<file path="src/rtl/ssp_pkg.sv">
package ssp_pkg;

    localparam int unsigned XW     = 8;
    localparam int unsigned HALF_W = $clog2(2 * XW);
    localparam int unsigned CNT_W  = $clog2(XW + 1);

    typedef enum logic [1:0] {
        A_DATA = 2'd0,
        A_CTRL = 2'd1,
        A_STAT = 2'd2,
        A_NONE = 2'd3
    } addr_e;

    typedef struct packed {
        logic lsb_first;
        logic cpha;
        logic cpol;
        logic master;
    } ctrl_t;

    typedef struct packed {
        ctrl_t               ctrl;
        logic [XW-1:0]       tx;
        logic [XW-1:0]       rx;
        logic [HALF_W-1:0]   half;
        logic [CNT_W-1:0]    nbits;
        logic                busy;
        logic                sclk;
        logic                ss_n;
        logic                done;
        logic                wcol;
        logic                prev_sclk;
    } state_t;

    // bit currently presented on the serial output
    function automatic logic pick_bit(logic [XW-1:0] v, logic lsb);
        return lsb ? v[0] : v[XW-1];
    endfunction

    // advance the transmit shifter by one position
    function automatic logic [XW-1:0] drop_bit(logic [XW-1:0] v, logic lsb);
        return lsb ? {1'b0, v[XW-1:1]} : {v[XW-2:0], 1'b0};
    endfunction

    // insert a received bit so the byte lands in natural order
    function automatic logic [XW-1:0] take_bit(logic [XW-1:0] v, logic b, logic lsb);
        return lsb ? {b, v[XW-1:1]} : {v[XW-2:0], b};
    endfunction

endpackage

</file>
<file path="src/rtl/ser_sync.sv">
module ser_sync #(
    parameter int unsigned W = 1,
    parameter logic [W-1:0] RST_VAL = '0
) (
    input  logic         clk,
    input  logic         rst_n,
    input  logic [W-1:0] d,
    output logic [W-1:0] q
);
    logic [W-1:0] meta_q;

    always_ff @(posedge clk or negedge rst_n) begin
        if (!rst_n) begin
            meta_q <= RST_VAL;
            q      <= RST_VAL;
        end else begin
            meta_q <= d;
            q      <= meta_q;
        end
    end
endmodule

</file>
<file path="src/rtl/half_tick.sv">
module half_tick #(
    parameter int unsigned DIV = 4
) (
    input  logic clk,
    input  logic rst_n,
    input  logic run,
    output logic tick
);
    localparam int unsigned CW = (DIV > 1) ? $clog2(DIV) : 1;
    localparam logic [CW-1:0] LAST = CW'(DIV - 1);

    logic [CW-1:0] cnt_d, cnt_q;

    assign tick = run && (cnt_q == LAST);

    always_comb begin
        cnt_d = cnt_q;
        if (!run || tick) cnt_d = '0;
        else              cnt_d = cnt_q + 1'b1;
    end

    always_ff @(posedge clk or negedge rst_n) begin
        if (!rst_n) cnt_q <= '0;
        else        cnt_q <= cnt_d;
    end
endmodule

</file>
<file path="src/rtl/sync_serial_port.sv">
module sync_serial_port
    import ssp_pkg::*;
#(
    parameter int unsigned DIV_HALF = 4
) (
    input  logic          clk,
    input  logic          rst_n,
    input  logic [1:0]    addr,
    input  logic          wr_en,
    input  logic [XW-1:0] wdata,
    output logic [XW-1:0] rdata,
    output logic          sclk_o,
    input  logic          sclk_i,
    output logic          mosi_o,
    input  logic          mosi_i,
    output logic          miso_o,
    input  logic          miso_i,
    output logic          miso_oe,
    output logic          ss_n_o,
    input  logic          ss_n_i
);
    localparam logic [HALF_W-1:0] LAST_HALF = HALF_W'(2 * XW - 1);
    localparam logic [CNT_W-1:0]  FULL_CNT  = CNT_W'(XW);
    localparam logic [CNT_W-1:0]  LAST_CNT  = CNT_W'(XW - 1);

    state_t st_d, st_q;

    addr_e a;
    logic  wr_data, wr_ctrl, wr_stat;
    logic  tick;
    logic  ss_s, sclk_s, mosi_s;
    logic  s_edge, s_lead, s_sample;
    logic  m_lead;
    logic  tx_bit;

    assign a       = addr_e'(addr);
    assign wr_data = wr_en && (a == A_DATA);
    assign wr_ctrl = wr_en && (a == A_CTRL);
    assign wr_stat = wr_en && (a == A_STAT);

    ser_sync #(.W(3), .RST_VAL(3'b100)) u_sync (
        .clk   (clk),
        .rst_n (rst_n),
        .d     ({ss_n_i, sclk_i, mosi_i}),
        .q     ({ss_s, sclk_s, mosi_s})
    );

    half_tick #(.DIV(DIV_HALF)) u_tick (
        .clk   (clk),
        .rst_n (rst_n),
        .run   (st_q.busy),
        .tick  (tick)
    );

    // master: an even half ending means SCLK leaves its idle level
    assign m_lead   = ~st_q.half[0];
    // slave: edge seen on the synchronised clock
    assign s_edge   = (sclk_s != st_q.prev_sclk);
    assign s_lead   = (sclk_s != st_q.ctrl.cpol);
    assign s_sample = s_lead ^ st_q.ctrl.cpha;
    assign tx_bit   = pick_bit(st_q.tx, st_q.ctrl.lsb_first);

    always_comb begin
        st_d           = st_q;
        st_d.prev_sclk = sclk_s;

        if (wr_stat) begin
            if (wdata[0]) st_d.done = 1'b0;
            if (wdata[1]) st_d.wcol = 1'b0;
        end
        if (wr_ctrl) st_d.ctrl = ctrl_t'(wdata[3:0]);

        if (st_q.ctrl.master) begin
            st_d.nbits = '0;
            if (!st_q.busy) st_d.sclk = st_q.ctrl.cpol;
            if (st_q.busy && tick) begin
                st_d.sclk = ~st_q.sclk;
                if (m_lead) begin
                    if (!st_q.ctrl.cpha)
                        st_d.rx = take_bit(st_q.rx, miso_i, st_q.ctrl.lsb_first);
                    else if (st_q.half != '0)
                        st_d.tx = drop_bit(st_q.tx, st_q.ctrl.lsb_first);
                end else begin
                    if (st_q.ctrl.cpha)
                        st_d.rx = take_bit(st_q.rx, miso_i, st_q.ctrl.lsb_first);
                    else if (st_q.half != LAST_HALF)
                        st_d.tx = drop_bit(st_q.tx, st_q.ctrl.lsb_first);
                end
                if (st_q.half == LAST_HALF) begin
                    st_d.busy = 1'b0;
                    st_d.ss_n = 1'b1;
                    st_d.done = 1'b1;
                    st_d.half = '0;
                end else begin
                    st_d.half = st_q.half + 1'b1;
                end
            end
            if (wr_data) begin
                if (st_q.busy) begin
                    st_d.wcol = 1'b1;
                end else begin
                    st_d.tx   = wdata;
                    st_d.busy = 1'b1;
                    st_d.ss_n = 1'b0;
                    st_d.half = '0;
                end
            end
        end else begin
            st_d.sclk = st_q.ctrl.cpol;
            st_d.busy = 1'b0;
            st_d.ss_n = 1'b1;
            st_d.half = '0;
            if (ss_s) begin
                st_d.nbits = '0;
            end else if (s_edge && (st_q.nbits < FULL_CNT)) begin
                if (s_sample) begin
                    st_d.rx    = take_bit(st_q.rx, mosi_s, st_q.ctrl.lsb_first);
                    st_d.nbits = st_q.nbits + 1'b1;
                    if (st_q.nbits == LAST_CNT) st_d.done = 1'b1;
                end else if (!st_q.ctrl.cpha || (st_q.nbits != '0)) begin
                    st_d.tx = drop_bit(st_q.tx, st_q.ctrl.lsb_first);
                end
            end
            if (wr_data) begin
                if (!ss_s) st_d.wcol = 1'b1;
                else       st_d.tx   = wdata;
            end
        end
    end

    always_ff @(posedge clk or negedge rst_n) begin
        if (!rst_n) begin
            st_q      <= '0;
            st_q.ss_n <= 1'b1;
        end else begin
            st_q      <= st_d;
        end
    end

    always_comb begin
        rdata = '0;
        case (a)
            A_DATA:  rdata = st_q.rx;
            A_CTRL:  rdata[3:0] = st_q.ctrl;
            A_STAT:  rdata[1:0] = {st_q.wcol, st_q.done};
            default: rdata = '0;
        endcase
    end

    assign sclk_o  = st_q.sclk;
    assign ss_n_o  = st_q.ss_n;
    assign mosi_o  = tx_bit;
    assign miso_o  = tx_bit;
    assign miso_oe = !st_q.ctrl.master && !ss_s;

    // with select idle and polarity steady, the clock rests at idle level
    a_r2_idle_level: assert property (@(posedge clk) disable iff (!rst_n)
        (st_q.ss_n && $past(st_q.ss_n) && $stable(st_q.ctrl.cpol))
            |-> (sclk_o == st_q.ctrl.cpol));

    // a master done flag only rises as a running transfer ends
    a_r6_done_from_busy: assert property (@(posedge clk) disable iff (!rst_n)
        ($rose(st_q.done) && st_q.ctrl.master) |-> $past(st_q.busy));

    // data write during a master transfer raises collision
    a_r8_busy_write: assert property (@(posedge clk) disable iff (!rst_n)
        (st_q.ctrl.master && st_q.busy && wr_data) |=> st_q.wcol);

    // slave write under select low raises collision and keeps the shifter
    a_r9_slave_block: assert property (@(posedge clk) disable iff (!rst_n)
        (!st_q.ctrl.master && !ss_s && wr_data && !s_edge)
            |=> (st_q.wcol && $stable(st_q.tx)));

    // the slave output is never enabled while the master path selects
    a_r10_oe_exclusive: assert property (@(posedge clk) disable iff (!rst_n)
        miso_oe |-> ss_n_o);

endmodule

</file>
<file path="config.mk">
export PLATFORM = sky130hd
export DESIGN_NAME = sync_serial_port
export DESIGN_NICKNAME = d
export VERILOG_FILES = /design/src/rtl/ssp_pkg.sv /design/src/rtl/ser_sync.sv /design/src/rtl/half_tick.sv /design/src/rtl/sync_serial_port.sv
export SDC_FILE = /design/constraint.sdc
export NUM_CORES = 1
export LEC_CHECK = 0
export CORE_MARGIN = 5
export CORE_UTILIZATION = 57
export CTS_CLUSTER_DIAMETER = 60
export CTS_CLUSTER_SIZE = 12
export DETAILED_ROUTE_END_ITERATION = 8
export DONT_BUFFER_PORTS = 1
export PLACE_DENSITY = 0.75
export SLEW_MARGIN = 20
export SYNTH_ARGS = -nofsm -noshare
export SYNTH_HDL_FRONTEND = slang
export SYNTH_SLANG_ARGS = --single-unit
</file>
<file path="constraint.sdc">
create_clock -name clk -period 1.8 [get_ports clk]
set_input_delay 0.27 -clock clk [delete_from_list [all_inputs] [get_ports clk]]
set_output_delay 0.27 -clock clk [all_outputs]
set_load 0.01 [all_outputs]
</file>
# After elaboration in Yosys (flattened, before gate mapping)

Index checks and enable logic that the tools add are counted.

Logic and storage cells: 109
Output and inout port bits: 13
Input port bits: 17
Flip-flop bits (word level): 42

$lt $le $gt $ge: 1
Multiplexer cells: 51
Equal/unequal tests: 13
Reduce and logical (&&, ||, !) cells: 22
Add/subtract/negate cells: 3
Bitwise gates (word level): 2

Operators with widths:

| kind                  | count |
|---|---|
| $mux W8               | 16 |
| $mux W16              | 3 |
| $mux W4               | 8 |
| $mux W29              | 1 |
| $mux W20              | 1 |
| $mux W1               | 17 |
| $add A4 B1 Y4 const B | 2 |
| $reduce_bool A4 Y1    | 2 |
| $logic_and A1 B1 Y1   | 7 |
| $mux W2               | 3 |
| $ne A3 B2 Y1 const B  | 2 |
| $pmux W2 S3           | 1 |
| $reduce_and A6 Y1     | 1 |
| $reduce_bool A3 Y1    | 2 |
| $eq A2 B2 Y1 const B  | 2 |
| $eq A4 B3 Y1 const B  | 1 |
| $eq A4 B4 Y1 const B  | 1 |
| $logic_not A1 Y1      | 4 |
| $lt A4 B4 Y1 const B  | 1 |
| $ne A4 B4 Y1 const B  | 1 |
| $pmux W2 S2           | 1 |
| $reduce_bool A2 Y1    | 2 |
| $ne A3 B3 Y1 const B  | 1 |
| $add A2 B1 Y2 const B | 1 |
| other kinds (9)       | 11 |

# Logic depth before layout (Yosys ltp)

Word-level depth: 9
Gate-level depth with buffers: 7
Depth with buffers taken out: 7

# Hierarchy

A second synthesis with hierarchy kept.

Cells, all modules: 221
Area, all modules: 2382.3 um^2

By module, submodules not included:

| module           | cells each | seq. area each (um^2) | instances | area an instance (um^2) |
|---|---|---|---|---|
| sync_serial_port | 209        | 852.1                 | 1         | 2138.3 |
| ser_sync         | 6          | 152.6                 | 1         | 152.6 |
| half_tick        | 6          | 50.0                  | 1         | 91.3 |

# Least setup slack after synthesis

No wires, ideal clock.

Kind: reg-to-reg
Start point: register st_q[32] (netlist name)
End point: register st_q[21] (netlist name)
Stages on the path, launching flop included: 6
Path buffers: 1
Period minus slack after synthesis: 1829 ps
Data required time: 1675 ps
Arrival time: 1704 ps
Setup time: 125 ps
Setup slack: -29 ps
Cells stage by stage: dfrtp_1 > buf_4 > xnor2_1 > mux2_2 > a32oi_4 > mux2_2

Word-level cells in the longest chain between the ends: 3
Elaborated cells on any way between the ends: 5
Those cells by class: eq/ne (2); bitwise (1); reduce/logical (2)

Ends and longest elaborated chain:

| what                            | line                    | source |
|---|---|---|
| from (decl)                     | sync_serial_port.sv:26  | `state_t st_d, st_q;` |
| from (signal assigned)          | sync_serial_port.sv:136 | `st_q <= st_d;` |
| $xor A1 B1 Y1                   | sync_serial_port.sv:60  | `assign s_sample = s_lead ^ st_q.ctrl.cpha;` |
| $reduce_bool A2 Y1 (no line)    | n/a                     |  |
| $reduce_and A6 Y1 (no line) (*) | n/a                     |  |

Mark *: on every way between the ends. The rest lies on a longest branch, timed or not.
A chain may end at the register's enable or synchronous reset.

==> flow_summary_export.csv <==
group,metric,value,unit
outcome,run_status,"complete, but fails checks",
outcome,violations,"negative setup slack",
worst_hold_path,worstHoldStart,"wdata[6]",
floorplan,initial_utilization,0.5874,
floorplan,core_area,4000,µm²
logic_synthesis,synth_cell_type_count,43,
power_and_ir_drop,worst_ir_drop_vdd,0.5682,mV
logic_synthesis,synth.yosys.warnings,0,
global_routing,grt_pass1_vias,1855,
timing,post-route-min-period,1.830,ns
global_routing,grt.overflow.total,0,
global_routing,grt_start_max_net_pins,43,
power_and_ir_drop,p_leak,0.001213,µW
timing,finalWorstSetupSlack,-0.03005,ns
worst_setup_path,worst-endpoint-required,1.98,ns
worst_setup_path,timing.critical_path.arrival,2.01,ns
worst_hold_path,hold_path.class,"input port to register",
route,antenna_left,0,
global_routing,antenna_violations_before_repair,0,
logic_synthesis,synth_sequential_area_ratio,0.4489,
clock_network,clk-insertion-delay-late,0.29,ns
clock_network,library_cell_used_as_clock_root_buffer,"sky130_fd_sc_hd__clkbuf_8",
worst_setup_path,crit_start,"st_q[32]",
logic_synthesis,synth_seq_cells,42,
logic_synthesis,number_of_enable_type_register_cells_in_the_synthesized_netlist,0,
timing,rsz0062_at_grt,"true",
route,routed_via_density,5.969,
clock_network,clk_pin_slew_worst_paths,0.08,ns
timing,clock-skew-final,0.007632,ns
clock_network,clockBufferDepth,2,
timing,worst_slew_pin_slew,0.6693,ns
cells_and_area,n_antenna_cell,0,
floorplan,placement_rows,23,
power_and_ir_drop,finalPower,3052,µW
floorplan,die_area,5506,µm²
worst_setup_path,critPathMaxFanout,8,
route,totalWireLength,5407,µm
logic_synthesis,async_reset_ff_frac,1.000,
route,first_pass_iters,4,
timing,count_of_pins_over_their_slew_limit,0,
timing,final.hold.worst_slack,0.1149,ns
cells_and_area,area_delta_synth_final,18.37,%
worst_setup_path,cp-start-kind,"register",
run,maxCapViolations,0,
worst_setup_path,timing.rr.start,"st_q[32]",
route,remaining_drc_errors,0,
logic_synthesis,gate_count_after_technology_mapping,221,
timing,part_of_the_cycle_the_worst_path_needs,1.017,
timing,fmaxAchievable,0.5464,GHz
clock_network,ctsHtreeMaxLevel,2,
floorplan,die-height,74.21,µm
floorplan,pin_count,30,
clock_network,tritoncts_num_sinks,42,
clock_network,tritoncts_clock_tree,"built",
logic_synthesis,synthFlopType,"sky130_fd_sc_hd__dfrtp_1",
placed_design,placement.io_buffers,0,
global_routing,grt_overall_usage,0.2082,
worst_setup_path,critical_path.endpoint_type,"register",
logic_synthesis,netlist_area,2350,µm²
cells_and_area,post_route_cells_drive_above_1_share,0.2951,
cells_and_area,design.final.nets,265,
timing,setup_total_negative_slack,-0.1361,ns
worst_setup_path,timing_worst_setup_path_type,"register to register",
timing,finalHoldViolCount,0,
placed_design,gpl.final_weighted_congestion,0.9241,
clock_network,numCtsBuffers,5,
power_and_ir_drop,power_density,1097,nW/µm²
timing,relative_max_transition_margin,0.5521,
logic_synthesis,syn-mean-instance-area,10.63,µm²
logic_synthesis,postSynthNetCount,243,
placed_design,dpl.hpwl,3641,µm
route,wl_per_cell,18.39,µm
route,drt_first_iter_violations,99,
floorplan,fp.dieW,74.21,µm
route,vias,1755,
global_routing,wire_length_of_the_first_global_routing_pass,8687,µm
timing,report.final.setup_viol,9,
cell type report:
| cell class | count | area [µm²] |
|---|---|---|
| tap | 50 | 62.56 |
| fill | 306 | 1219 |
| timing repair buffer | 27 | 245.2 |
| clock buffer | 8 | 110.1 |
| inverter | 8 | 30.03 |
| multi-input combinational | 159 | 1279 |
| sequential | 42 | 1055 |
registers in the layout, indices dropped and copies added, names as in the netlist:
register and count:
st_q 32, u_sync.meta_q 3, u_sync.q 3, u_tick.cnt_q 2, sclk_o 1, ss_n_o 1
stage by stage:
step,utilization,std cells,setup slack [ns],area [µm²]
global route,0.6953,294,-0.08276,2781
detailed placement,0.6256,277,-0.07511,2502
floorplan,-,221,-0.01712,2354
global placement,0.6256,277,-0.04298,2502
CTS,0.6819,292,-0.01162,2728
finish,0.6953,294,-0.03005,2781
where the power goes:
part	total [µW]	leakage (µW)	internal [µW]	switching, µW
sequential	1360	0.000537	1150	213
clock	706	0.0000575	387	319
combinational	986	0.000618	519	467
cell usage after synthesis (2+ instances only):
cell	instances	share of area
sky130_fd_sc_hd__and3b_1	2	0.0075
sky130_fd_sc_hd__nand4b_1	2	0.0075
sky130_fd_sc_hd__buf_2	4	0.0085
sky130_fd_sc_hd__mux2_1	2	0.0096
sky130_fd_sc_hd__nor2b_1	3	0.0080
sky130_fd_sc_hd__dfrtp_1	39	0.42
sky130_fd_sc_hd__xnor2_1	6	0.022
sky130_fd_sc_hd__o22ai_1	3	0.0080
sky130_fd_sc_hd__nand2b_1	2	0.0053
sky130_fd_sc_hd__nand2_1	20	0.032
sky130_fd_sc_hd__a221o_1	7	0.030
sky130_fd_sc_hd__mux2_2	20	0.096
sky130_fd_sc_hd__dfstp_2	3	0.034
sky130_fd_sc_hd__and2_1	7	0.019
sky130_fd_sc_hd__mux2i_1	20	0.085
sky130_fd_sc_hd__clkbuf_1	4	0.0064
sky130_fd_sc_hd__o21ai_0	11	0.023
sky130_fd_sc_hd__nor2_1	19	0.030
sky130_fd_sc_hd__nor3b_1	5	0.016
sky130_fd_sc_hd__buf_4	3	0.0096
sky130_fd_sc_hd__a21oi_1	7	0.015
sky130_fd_sc_hd__ha_1	5	0.027
sky130_fd_sc_hd__inv_1	7	0.011
per-layer routing:
layer  GRT usage  vias up  wire [µm]
met5           0        -          0
met3     0.04595        8        227
met2      0.3543       37       2776
met1      0.2595      879       2328
met4     0.07646        0         75
li1            -      831          -
layout by cell type, fill, tap and decap left out, types with 2 or more instances in the layout:
cell type	synthesis	final
sky130_fd_sc_hd__mux2_2	20	17
sky130_fd_sc_hd__dfstp_2	3	3
sky130_fd_sc_hd__clkbuf_8	0	8
sky130_fd_sc_hd__nor3b_1	5	4
sky130_fd_sc_hd__nor2_1	19	18
sky130_fd_sc_hd__buf_12	0	2
sky130_fd_sc_hd__buf_6	0	2
sky130_fd_sc_hd__and2_1	7	6
sky130_fd_sc_hd__mux2_4	0	5
sky130_fd_sc_hd__buf_4	3	19
sky130_fd_sc_hd__mux2i_1	20	20
sky130_fd_sc_hd__a221o_1	7	7
sky130_fd_sc_hd__a21oi_1	7	7
sky130_fd_sc_hd__nand4b_1	2	2
sky130_fd_sc_hd__dfrtp_1	39	39
sky130_fd_sc_hd__ha_1	5	4
sky130_fd_sc_hd__and3b_1	2	2
sky130_fd_sc_hd__o21ai_1	1	5
sky130_fd_sc_hd__nor2b_1	3	3
sky130_fd_sc_hd__inv_2	1	2
sky130_fd_sc_hd__nand2b_1	2	2
sky130_fd_sc_hd__nand2_1	20	18
sky130_fd_sc_hd__dlygate4sd3_1	0	4
sky130_fd_sc_hd__xnor2_1	6	5
sky130_fd_sc_hd__o22ai_1	3	3
sky130_fd_sc_hd__nand2_2	1	3
sky130_fd_sc_hd__o21ai_0	11	6
sky130_fd_sc_hd__inv_1	7	6
worst paths after layout:
path                                     to  slack (ns)  depth (start not counted)
setup / recovery                   st_q[24]       -0.03                          5
hold / removal                     st_q[28]        0.11                          2
setup reg to reg                   st_q[24]       -0.03                          5
hold reg to reg                 u_sync.q[0]        0.35                          0
max in group asynchronous  u_sync.meta_q[2]        1.09                          2
min in group asynchronous          st_q[33]        0.44                          2
repair_timing:
action	in CTS	in global routing
gates cloned	0	0
endpoints found under the hold margin	45	0
resized for setup	9	17
setup buffers	2	2
setup endpoints to repair	14	17
pin swaps	3	3
hold buffers	5	0
worst max-delay path, cell delays in order (launching register included):
cell and delay, ns:
sky130_fd_sc_hd__dfrtp_1 0.42, sky130_fd_sc_hd__xnor2_2 0.23, sky130_fd_sc_hd__mux2i_1 0.25, sky130_fd_sc_hd__nand2_2 0.19, sky130_fd_sc_hd__mux2_2 0.33, sky130_fd_sc_hd__a221o_1 0.30
cells by family after synthesis:
logic type      after synthesis  share of synthesized area
simple gates                 67                     0.1459
mux                          42                     0.1906
flops                        42                     0.4489
compound gates               38                     0.1230
buf+inv                      20                    0.03887
xor+xnor                      7                    0.02609
fa+ha+maj                     5                    0.02662
Power figures use the tool's default switching activity.
